## src/rtl/aes_key_bank.sv

```systemverilog
module aes_key_bank #(
  parameter int WORDS = 8,
  parameter int WW    = 32,
  parameter int AW    = 4,
  parameter int LW    = 9,
  parameter int LEN_S = 128,
  parameter int LEN_L = 256
) (
  input  logic                clk,
  input  logic                rst_n,
  input  logic                idle_i,
  input  logic                wr_en,
  input  logic [AW-1:0]       wr_addr,
  input  logic [WW-1:0]       wr_data,
  input  logic                commit_en,
  input  logic [LW-1:0]       commit_len,
  input  logic                zero_en,
  output logic [WORDS*WW-1:0] key_o,
  output logic [LW-1:0]       key_len_o,
  output logic                key_zeroed_o,
  output logic                err_o
);
  localparam int SW = $clog2(WORDS);
  localparam int NB = WW / 8;

  logic [WW-1:0] key_q [WORDS];
  logic [WW-1:0] swapped;
  logic          sel_zero, sel_commit, sel_wr;
  logic          addr_ok, len_ok;
  logic          acc_zero, acc_commit, acc_wr, reject;

  genvar b;
  generate
    for (b = 0; b < NB; b++) begin : g_swap
      assign swapped[8*b +: 8] = wr_data[8*(NB-1-b) +: 8];
    end
  endgenerate

  assign sel_zero   = zero_en;
  assign sel_commit = commit_en & ~zero_en;
  assign sel_wr     = wr_en & ~zero_en & ~commit_en;

  assign addr_ok = int'(wr_addr) < WORDS;
  assign len_ok  = (commit_len == LW'(LEN_S)) || (commit_len == LW'(LEN_L));

  assign acc_zero   = idle_i & sel_zero;
  assign acc_commit = idle_i & sel_commit & len_ok;
  assign acc_wr     = idle_i & sel_wr & addr_ok;
  assign reject     = (sel_zero | sel_commit | sel_wr) & ~(acc_zero | acc_commit | acc_wr);

  always_ff @(posedge clk) begin
    if (!rst_n) begin
      for (int i = 0; i < WORDS; i++) key_q[i] <= '0;
      key_len_o    <= LW'(LEN_L);
      key_zeroed_o <= 1'b0;
      err_o        <= 1'b0;
    end else begin
      err_o <= reject;
      if (acc_zero) begin
        for (int i = 0; i < WORDS; i++) key_q[i] <= '0;
        key_zeroed_o <= 1'b1;
      end else if (acc_commit) begin
        key_len_o    <= commit_len;
        key_zeroed_o <= 1'b0;
      end else if (acc_wr) begin
        key_q[wr_addr[SW-1:0]] <= swapped;
      end
    end
  end

  genvar w;
  generate
    for (w = 0; w < WORDS; w++) begin : g_out
      assign key_o[WW*w +: WW] = key_q[w];
    end
  endgenerate


  busy_hold_chk: assert property (@(posedge clk) disable iff (!rst_n)
    !idle_i |=> ($stable(key_o) && $stable(key_len_o) && $stable(key_zeroed_o)));


  zero_clear_chk: assert property (@(posedge clk) disable iff (!rst_n)
    (idle_i && zero_en) |=> (key_o == '0 && key_zeroed_o));


  commit_take_chk: assert property (@(posedge clk) disable iff (!rst_n)
    (idle_i && commit_en && !zero_en &&
     (commit_len == LW'(LEN_S) || commit_len == LW'(LEN_L)))
    |=> (!key_zeroed_o && key_len_o == $past(commit_len)));


  len_legal_chk: assert property (@(posedge clk) disable iff (!rst_n)
    (key_len_o == LW'(LEN_S) || key_len_o == LW'(LEN_L)));


  err_cause_chk: assert property (@(posedge clk) disable iff (!rst_n)
    err_o |-> $past(wr_en || commit_en || zero_en));
endmodule

```

## config.mk

```make
export PLATFORM = sky130hd
export DESIGN_NAME = aes_key_bank
export DESIGN_NICKNAME = d
export VERILOG_FILES = /design/src/rtl/aes_key_bank.sv
export SDC_FILE = /design/constraint.sdc
export NUM_CORES = 1
export LEC_CHECK = 0
export ABC_AREA = 0
export BUFFER_PORTS_ARGS = -buffer_cell sky130_fd_sc_hd__clkbuf_2
export CORE_ASPECT_RATIO = 0.75
export CORE_MARGIN = 2
export CORE_UTILIZATION = 54
export CTS_CLUSTER_DIAMETER = 150
export DETAILED_ROUTE_END_ITERATION = 10
export PLACE_DENSITY_LB_ADDON = 0.12
export SKIP_LAST_GASP = 1
export SYNTH_ARGS = -nofsm -noshare
export SYNTH_HDL_FRONTEND = slang
export SYNTH_SLANG_ARGS = --single-unit
```

## constraint.sdc

```tcl
create_clock -name clk -period 11 [get_ports clk]
set_input_delay 1.65 -clock clk [delete_from_list [all_inputs] [get_ports clk]]
set_output_delay 1.65 -clock clk [all_outputs]
set_load 0.01 [all_outputs]
```

-- After elaboration in Yosys (flattened, before gate mapping)
Memory sizes are Yosys's and may differ from the RTL's.
Index checks and enable logic that the tools add are counted.
- reductions and logical operators: 4
- magnitude comparators: 1
- muxes and demuxes: 22
- bitwise gates (word level): 25
- equality and inequality tests: 2
- operator list (operator ; number):
    $mux W32 ; 9
    $reduce_or A32 Y1 ; 1
    $mux W1 ; 12
    $or A1 B1 Y1 ; 12
    $and A1 B1 Y1 ; 9
    $eq A9 B8 Y1 const B ; 1
    $eq A9 B9 Y1 const B ; 1
    $lt A4 B4 Y1 const B ; 1
    $not A1 Y1 ; 4
    $mux W3 ; 1
    $reduce_and A2 Y1 ; 1
    $reduce_bool A2 Y1 ; 1
    $logic_or A1 B1 Y1 ; 1
- word-level logic and storage cells: 58
- register bits after elaboration: 11
- memory bits (writable): 256
- output and inout bits: 267
- memories: 1
- input port bits: 51
- memory list (memory ; depth ; bits a word ; rd ports ; clocked after memory_dff ; wr ports ; RTL line ; RTL):
    key_q ; 8 ; 32 ; 8 ; 0 ; 8 ; 26 ; logic [WW-1:0] key_q [WORDS];

-- Longest topological paths before layout
Gate-level depths: netlist of run 1.
- depth after elaboration: 12
- gate-level depth with buffers: 5
- depth with buffers taken out: 3

-- Least setup slack after synthesis of run 1
Ideal clock, no wire load.
- path kind: input to register
- start: in wr_addr[3]
- end: mem key_q[4][0] (enable)
- buffers on the path: 1
- data required time: 10534 ps
- data arrival time: 4599 ps
- setup slack: 5935 ps
- stages: 4
- cell sequence: and4bb_1 -> nand4b_1 -> buf_2 -> o21ai_0
- RTL lines (element ; RTL line ; RTL):
    from (decl) ; 13 ; input logic [AW-1:0] wr_addr,
    to (decl) ; 26 ;

==> impl_metrics.yaml, run 1 <==
sta:
  fin_crit_sh: 0.344
  setup_violations: 0
  layout_setup_ws_ns: 7.21
  finalMaxSlewViolations: 0
  clock.fmax_mhz: 264
  rsz0062_at_grt: "no"
  min_period_ns: 3.79
  fin_setup_tns_ns: 0
  relSlewSlack: 0.196
  fin_skew_ns: 0
  tightest_slew_ns: 1.20
  hold_viol_final: 0
critical_path:
  critical_path.max_stage_delay_ns: 1.09
  crit_fanout: 66
  cp_cell_sequence: "clkbuf_2 > and4bb_1 > nand3_4 > o21ai_4"
  worstPathRequired_ns: 11.12
  ff2ff_setup_slack_ns: 10.20
  worst_r2r_endpoint: "key_len_o[8]$_SDFFE_PN1P_"
  endpoint: "key_q[0][25]$_SDFFCE_PN0P_"
  worst_setup_path_end_kind: "flop"
  startpoint_type: "input pin"
  crit_path_top_delay_cell: "o21ai_4"
  path_class: "input pin to flop"
  rr_worst_depth: 2
  r2r_start: "key_len_o[8]$_SDFFE_PN1P_"
  crit_start: "zero_en"
  cp.arrival_ns: 3.91
drt:
  vias: 6411
  ant_nets: 0
  firstDrtPassIters: 5
  drt-vias-per-instance: 5.18
  wl_per_cell_um: 20.5
  wl_um: 25400
  drtIter0Drc: 489
  drc: 0
floorplan:
  row_count: 42
  core_mm2: 0.0176
  die_height_um: 119
  initial_core_util: 0.547
  io_pins: 318
  die-area_mm2: 0.0189
  fp.dieW_um: 158
yosys:
  async_reset_ff_frac: 0
  yosysSeqAreaShare: 0.823
  postSynthCellCount: 665
  postSynthAreaPerCell_um2: 14.4
  syn_area_mm2: 0.00960
  synth-simple-area-share: 0.141
  synth_fa_ha_area_frac: 0
  ys.flop_type: "edfxtp_1"
  ys_warn_count: 0
  synth_top_family_by_area: "simple AND/OR/NAND/NOR gates"
  yosysUniqueCellTypes: 28
  synth-compound-area-share: 0.00782
  ys_ff_latch: 267
  synth_edf_count: 256
  synthXorXnorAreaFrac: 0.000912
  synth_mux_area_frac: 0.00221
  syn_nets: 716
layout:
  final_layout_size_suffix_gt1_frac: 0.370
  fillerInstances: 1347
  diodes: 0
  multiInputGateArea_mm2: 0.00156
  nets: 1030
  final_common_cell: "clkbuf_2"
  syn_to_final_growth_pct: 26.9
  layout_common_cells: "clkbuf_2, nor2_1, edfxtp_1"
  seq_area_mm2: 0.00791
cts:
  cts.sinks: 267
  h-tree-depth: 1
  cts_repair_resize_count: 0
  clk_pin_slew_worst_paths_ns: 0.07
  cts_tree: "built"
  ctsHoldBuffers: 0
  cts_buffers: 25
  clk_latency_ns: 0.51
  post_cts_buffers: 0
  clock_path_buffers: 3
  root_buffer: "clkbuf_16"
pwr:
  p_leak_uw: 0.00493
  ir_worst_vdd_uv: 106
  power_density_mw_per_mm2: 181
global_route:
  antenna_found_initial: 0
  grt_pass1_wl_um: 36700
  grt_overflow_total: 0
  grt.total_usage: 0.264
  grt_max_degree: 67
  grt_pass1_vias: 6144
placed_design:
  place.gp.congestion: 0.824
  io_buffers: 317
  place_hpwl_um: 17500
  dp_slack_ns: 6.66
run_status:
  status: "complete, no violations"
flow_run:
  cap_violations: 0
hold_path:
  min_path_type: "flop to flop"
[worst min path at each step]
stage / startpoint / end / slack [ns] / depth (start not counted)
floorplan: key_len_o[7]$_SDFFE_PN0P_ / key_len_o[7]$_SDFFE_PN0P_ / 0.48 / 2
global placement: key_len_o[5]$_SDFFE_PN0P_ / key_len_o[5]$_SDFFE_PN0P_ / 0.44 / 1
detailed placement: key_len_o[1]$_SDFFE_PN0P_ / key_len_o[1]$_SDFFE_PN0P_ / 0.45 / 1
CTS: key_zeroed_o$_SDFFE_PN0P_ / key_zeroed_o$_SDFFE_PN0P_ / 0.47 / 2
global route: key_zeroed_o$_SDFFE_PN0P_ / key_zeroed_o$_SDFFE_PN0P_ / 0.48 / 2
finish: key_zeroed_o$_SDFFE_PN0P_ / key_zeroed_o$_SDFFE_PN0P_ / 0.46 / 2
[layout make-up]
cell class | count | area share
Clock buffer | 28 | 0.0523
Clock inverter | 15 | 0.0115
Timing Repair Buffer | 322 | 0.133
Sequential cell | 267 | 0.649
Tap cell | 242 | 0.0248
Inverter | 3 | 0.000924
Multi-Input combinational cell | 360 | 0.128
[cells in the mapped netlist (2+ instances only)]
cell,n,share of area
buf_2,9,0.0047
nand2_1,68,0.027
clkbuf_1,14,0.0055
edfxtp_1,256,0.80
nor2_1,258,0.10
nor2b_1,2,0.0013
dfxtp_1,11,0.023
a21oi_1,2,0.0010
buf_6,11,0.013
inv_1,2,0.00078
nand4b_1,2,0.0018
o21ai_0,8,0.0042
and2_1,7,0.0046
[critical path, delay by kind of cell]
family	cells	cell delay, ns
compound gates	1	1.09
buf+inv	1	0.12
simple gates	2	1.01
[cells by family after synthesis]
| family | count (synthesis) |
|---|---|
| AO/OA/AOI/OAI | 13 |
| flip-flops | 267 |
| multiplexers | 2 |
| buffers and inverters | 38 |
| XOR/XNOR | 1 |
| AND/OR/NAND/NOR | 344 |
[routing by layer]
layer / part of all wire / track usage / up-vias
met2: 0.49 / 0.432 / 350
met1: 0.40 / 0.367 / 3119
met4: 0.018 / 0.0602 / 0
met3: 0.095 / 0.0632 / 31
li1: - / - / 2911
met5: 0 / 0 / -
[sequential cells by signal, indices dropped and copies added (netlist names)]
register,flops
err_o,1
key_len_o,9
key_zeroed_o,1
key_q,256
[report_power, final]
| group | switching (uW) | internal (uW) |
|---|---|---|
| Clock | 366 | 465 |
| Combinational | 117 | 53.7 |
| Sequential | 26.9 | 1180 |
[through the flow]
stage	utilization	hold WS (ns)	total power, uW	cell area [um^2]	std cells
global route	0.694	0.479	2270	12200	1237
floorplan	-	0.479	1290	9600	665
global placement	0.650	0.444	1400	11400	1194
detailed placement	0.650	0.447	1400	11400	1194
CTS	0.694	0.465	2210	12200	1237
finish	0.694	0.462	2210	12200	1237
Note: power is estimated with default switching activity, not from simulation.
==> inputs of run 2 (changes only) <==
--- a/config.mk
+++ b/config.mk
@@ -9,7 +9,7 @@
 export BUFFER_PORTS_ARGS = -buffer_cell sky130_fd_sc_hd__clkbuf_2
 export CORE_ASPECT_RATIO = 0.75
 export CORE_MARGIN = 2
-export CORE_UTILIZATION = 54
+export CORE_UTILIZATION = 50
 export CTS_CLUSTER_DIAMETER = 150
 export DETAILED_ROUTE_END_ITERATION = 10
 export PLACE_DENSITY_LB_ADDON = 0.12
==> constraint.sdc (replaced) <==
create_clock -name clk -period 3.95 [get_ports clk]
set_input_delay 0.5925 -clock clk [delete_from_list [all_inputs] [get_ports clk]]
set_output_delay 0.5925 -clock clk [all_outputs]
set_load 0.01 [all_outputs]
==> run 2 against run 1 <==
Final cell count up 1.5%. Via count up 1.9%. Clock power rose to 2.9 times the previous value. Flip-flop and latch count unchanged. Clock skew unchanged. First-iteration DRC count up 34%. Register-to-register slack worse by 7.0 ns. Sequential share of layout area down 0.69 points. Critical path depth up 1. Final area up 1.1%. Power rose to 2.8 times the previous value. Critical path type unchanged. Largest cell class unchanged. Highest routed layer is now met5.
==> impl_metrics.yaml, run 2 (synthesized netlist as in run 1, its figures left out) <==
layout:
  fillerInstances: 1437
  final_layout_size_suffix_gt1_frac: 0.375
  top_register: "key_q"
  largestRegisters: "key_q x256, key_len_o x9"
  largest_reg_flops: 256
  final_common_cell: "clkbuf_2"
  layout_common_cells: "clkbuf_2, nor2_1, edfxtp_1"
  syn_to_final_growth_pct: 28.2
  nets: 1041
floorplan:
  die-area_mm2: 0.0203
  io_pins: 318
  fp.dieW_um: 164
  initial_core_util: 0.514
  row_count: 43
  die_height_um: 124
  core_mm2: 0.0187
pwr:
  ir_worst_vdd_uv: 360
  swShare: 0.223
  power_density_mw_per_mm2: 507
  p_clk_frac: 0.386
  total_power_uw: 6250
  p_int_uw: 4850
  p_switching_uw: 1390
  pwr-share-seq: 0.536
  comb_power_share: 0.079
  p_leak_uw: 0.00500
critical_path:
  cp.arrival_ns: 2.69
  path_class: "input pin to flop"
  startpoint_type: "input pin"
  worst_r2r_endpoint: "key_len_o[8]$_SDFFE_PN1P_"
  ff2ff_setup_slack_ns: 3.17
  crit_fanout: 32
  worst_setup_path_end_kind: "flop"
  r2r_start: "key_len_o[8]$_SDFFE_PN1P_"
  rr_worst_depth: 2
  worstPathRequired_ns: 4.07
  crit_start: "wr_en"
  endpoint: "key_q[7][12]$_SDFFCE_PN0P_"
sta:
  tightest_slew_ns: 1.20
  rsz0062_at_grt: "no"
  fin_crit_sh: 0.651
  fin_hold_ws_ns: 0.369
  hold_viol_final: 0
  setup_violations: 0
  clock.fmax_mhz: 389
  min_period_ns: 2.57
  relSlewSlack: 0.198
  finalMaxSlewViolations: 0
  fin_skew_ns: 0
  fin_setup_tns_ns: 0
drt:
  vias: 6535
  firstDrtPassIters: 5
  wl_um: 26300
  drt-vias-per-instance: 5.20
  wl_per_cell_um: 20.9
  drtIter0Drc: 653
  ant_nets: 0
  drc: 0
placed_design:
  place.gp.congestion: 0.787
  place_hpwl_um: 18300
  io_buffers: 317
cts:
  ctsHoldBuffers: 0
  cts_tree: "built"
  h-tree-depth: 1
  clk_pin_slew_worst_paths_ns: 0.06
  post_cts_buffers: 0
  clock_path_buffers: 3
  cts_buffers: 25
  cts.sinks: 267
  clk_latency_ns: 0.50
  root_buffer: "clkbuf_16"
  cts_repair_resize_count: 0
flow_run:
  cap_violations: 0
global_route:
  grt_overflow_total: 0
  grt_max_degree: 65
  grt.total_usage: 0.254
  grt_pass1_vias: 6152
  antenna_found_initial: 2
  grt_pass1_wl_um: 37500
hold_path:
  min_path_type: "input pin to flop"
run_status:
  status: "complete, no violations"
## run 2: area by class of cell
class | instances | area, um^2 | share of cell area
tap | 247 | 309 | 0.0251
clock inverter | 8 | 115 | 0.00935
sequential | 267 | 7910 | 0.642
multi-input combinational | 360 | 1560 | 0.127
clock buffer | 37 | 701 | 0.0569
antenna | 1 | 2.50 | 0.000203
inverter | 3 | 11.3 | 0.000914
timing repair buffer | 333 | 1710 | 0.139
## run 2: per-stage QoR
step           instance area [um^2]  setup WS (ns)  std cells  utilization
2_1_floorplan                  9600        -0.0575        665            -
3_3_place_gp                  11500          0.975       1210        0.616
3_5_place_dp                  11500          0.894       1210        0.616
4_1_cts                       12300           1.38       1255        0.660
5_1_grt                       12300           1.22       1255        0.660
6_report                      12300           1.38       1256        0.660
## run 2: power by group through the flow
stage | sequential [uW] | combinational, uW | clock (uW)
3_3_place_gp | 3410 | 493 | 0
3_5_place_dp | 3410 | 496 | 0
2_1_floorplan | 3490 | 103 | 0
5_1_grt | 3360 | 530 | 2540
6_report | 3350 | 491 | 2410
4_1_cts | 3350 | 499 | 2430
## run 2: per-layer routing
| metal | vias to the layer above | routed length, um | global-route usage |
|---|---|---|---|
| met5 | - | 13 | 0 |
| met4 | 2 | 434 | 0.0499 |
| met3 | 30 | 2740 | 0.0719 |
| met2 | 359 | 12900 | 0.426 |
| met1 | 3206 | 10200 | 0.336 |
| li1 | 2938 | - | - |
## run 2: worst min path at each step
stage	from	endpoint	slack, ns	cells past startpoint
final	commit_en	err_o$_SDFF_PN0_	0.37	2
after global routing	commit_en	err_o$_SDFF_PN0_	0.37	2
after CTS	commit_en	err_o$_SDFF_PN0_	0.35	2
after detailed placement	key_len_o[0]$_SDFFE_PN0P_	key_len_o[0]$_SDFFE_PN0P_	0.44	1
after global placement	key_len_o[6]$_SDFFE_PN0P_	key_len_o[6]$_SDFFE_PN0P_	0.44	1
after floorplan	key_len_o[7]$_SDFFE_PN0P_	key_len_o[7]$_SDFFE_PN0P_	0.48	2
## run 2: worst max-delay path: stages
cell and delay, ns:
clkbuf_2 0.08, nor2b_1 0.43, nand4_1 0.34, buf_4 0.32, o21ai_4 0.91
==> inputs of run 3 (changes only) <==
==> constraint.sdc (replaced) <==
create_clock -name clk -period 2.45 [get_ports clk]
set_input_delay 0.3675 -clock clk [delete_from_list [all_inputs] [get_ports clk]]
set_output_delay 0.3675 -clock clk [all_outputs]
set_load 0.01 [all_outputs]
==> run 3 against run 2 <==
Core utilization grew 0.53 points. Sequential share of layout area shrank 0.51 points. Clock skew unchanged. Critical path type unchanged. Clock power increased by 49%. Via count down 0.21%. Largest power group unchanged.
==> impl_metrics.yaml, run 3 (synthesized netlist as in run 1, its figures left out) <==
layout:
  largest_reg_flops: 256
  syn_to_final_growth_pct: 29.3
  final_common_cell: "clkbuf_2"
  fillerInstances: 1389
  seq_area_mm2: 0.00791
  final_core_util: 0.665
  largestRegisters: "key_q x256, key_len_o x9"
  stdcell_count: 1263
  multiInputGateArea_mm2: 0.00156
  fin_area_mm2: 0.0124
  top_register: "key_q"
  nets: 1049
  layout_common_cells: "clkbuf_2, nor2_1, edfxtp_1"
  diodes: 0
  final_layout_size_suffix_gt1_frac: 0.380
floorplan:
  initial_core_util: 0.514
  io_pins: 318
  fp.dieW_um: 164
  row_count: 43
  core_mm2: 0.0187
  die-area_mm2: 0.0203
  die_height_um: 124
pwr:
  p_int_uw: 7540
  total_power_uw: 9790
  p_leak_uw: 0.00504
  pwr-share-seq: 0.549
  power_density_mw_per_mm2: 789
  comb_power_share: 0.084
  p_clk_frac: 0.366
  ir_worst_vdd_uv: 472
  swShare: 0.230
  p_switching_uw: 2250
cts:
  cts.sinks: 267
  cts_tree: "built"
  cts_repair_resize_count: 0
  root_buffer: "clkbuf_16"
  ctsHoldBuffers: 0
  clk_pin_slew_worst_paths_ns: 0.06
  clock_path_buffers: 3
  cts_buffers: 25
  post_cts_buffers: 0
  h-tree-depth: 1
  clk_latency_ns: 0.51
drt:
  wl_per_cell_um: 20.2
  drc: 0
  wl_um: 25500
  drt-vias-per-instance: 5.16
  ant_nets: 0
  firstDrtPassIters: 8
  drtIter0Drc: 639
  vias: 6521
critical_path:
  endpoint: "key_q[6][2]$_SDFFCE_PN0P_"
  crit_path_top_delay_cell: "and4bb_1"
  ff2ff_setup_slack_ns: 1.65
  worstPathRequired_ns: 2.66
  startpoint_type: "input pin"
  r2r_start: "key_len_o[8]$_SDFFE_PN1P_"
  critical_path.max_stage_delay_ns: 0.40
  crit_fanout: 18
  rr_worst_depth: 2
  worst_r2r_endpoint: "key_len_o[8]$_SDFFE_PN1P_"
  cp.arrival_ns: 1.87
  cp_cell_sequence: "clkbuf_2 > and4bb_1 > nand4b_1 > o21ai_4 > buf_12"
  worst_setup_path_end_kind: "flop"
  path_class: "input pin to flop"
  crit_start: "zero_en"
run_status:
  status: "complete, no violations"
sta:
  tightest_slew_ns: 0.653
  hold_viol_final: 0
  fin_skew_ns: 0
  relSlewSlack: 0.559
  fin_setup_tns_ns: 0
  rsz0062_at_grt: "no"
  setup_violations: 0
  finalMaxSlewViolations: 0
  fin_crit_sh: 0.676
  min_period_ns: 1.66
  clock.fmax_mhz: 604
global_route:
  grt_pass1_vias: 6117
  grt_max_degree: 39
  grt_overflow_total: 0
  grt_pass1_wl_um: 36600
  antenna_found_initial: 1
  grt.total_usage: 0.246
placed_design:
  place_hpwl_um: 17800
  place_inst: 1218
  io_buffers: 317
  place.gp.congestion: 0.807
  dpl_cell_area_mm2: 0.0117
hold_path:
  min_path_type: "input pin to flop"
flow_run:
  cap_violations: 0
run 3: cell count changes in the layout (fill, tap and decap cells not counted), sizes merged:
cell,before,now
buf,16,24
clkbuf,354,346
clkinv,5,13
bufinv,3,1
clkinvlp,1,3
diode,1,0
run 3: metrics by stage:
stage,hold slack [ns],setup slack [ns]
2_1_floorplan,0.479,-0.466
5_1_grt,0.133,0.656
4_1_cts,0.127,0.765
3_3_place_gp,0.441,0.307
3_5_place_dp,0.447,0.233
6_report,0.147,0.793
run 3: power by group through the flow:
stage	Combinational, uW	Clock (uW)	Sequential, uW
after floorplan	171	0	5620
after global placement	836	0	5480
after detailed placement	836	0	5470
after CTS	838	3630	5380
after global routing	894	3820	5400
final	827	3580	5380
run 3: worst min path at each step:
stage,start,endpoint,slack (ns),cells past startpoint
after detailed placement,key_len_o[2]$_SDFFE_PN0P_,key_len_o[2]$_SDFFE_PN0P_,0.45,1
after CTS,commit_en,err_o$_SDFF_PN0_,0.13,2
after global routing,commit_en,err_o$_SDFF_PN0_,0.13,2
after floorplan,key_len_o[7]$_SDFFE_PN0P_,key_len_o[7]$_SDFFE_PN0P_,0.48,2
after global placement,key_len_o[1]$_SDFFE_PN0P_,key_len_o[1]$_SDFFE_PN0P_,0.44,1
final,commit_en,err_o$_SDFF_PN0_,0.15,2
run 3: critical path: cells and delay by family:
family	cells	cell delay, ns
AND/OR/NAND/NOR	2	0.76
buffers and inverters	2	0.33
AO/OA/AOI/OAI	1	0.40
run 3: routing by layer:
layer | global-route usage | up-vias | share of wire
li1 | - | 2955 | -
met1 | 0.327 | 3160 | 0.39
met2 | 0.400 | 360 | 0.48
met3 | 0.0766 | 44 | 0.11
met4 | 0.0614 | 2 | 0.022
met5 | 0 | - | 0.00051
run 3: cell type report:
type,instances,area share
Timing Repair Buffer,341,0.151
Sequential cell,267,0.637
Tap cell,247,0.0249
Inverter,3,0.000907
Clock inverter,16,0.00837
Multi-Input combinational cell,360,0.126
Clock buffer,29,0.0516
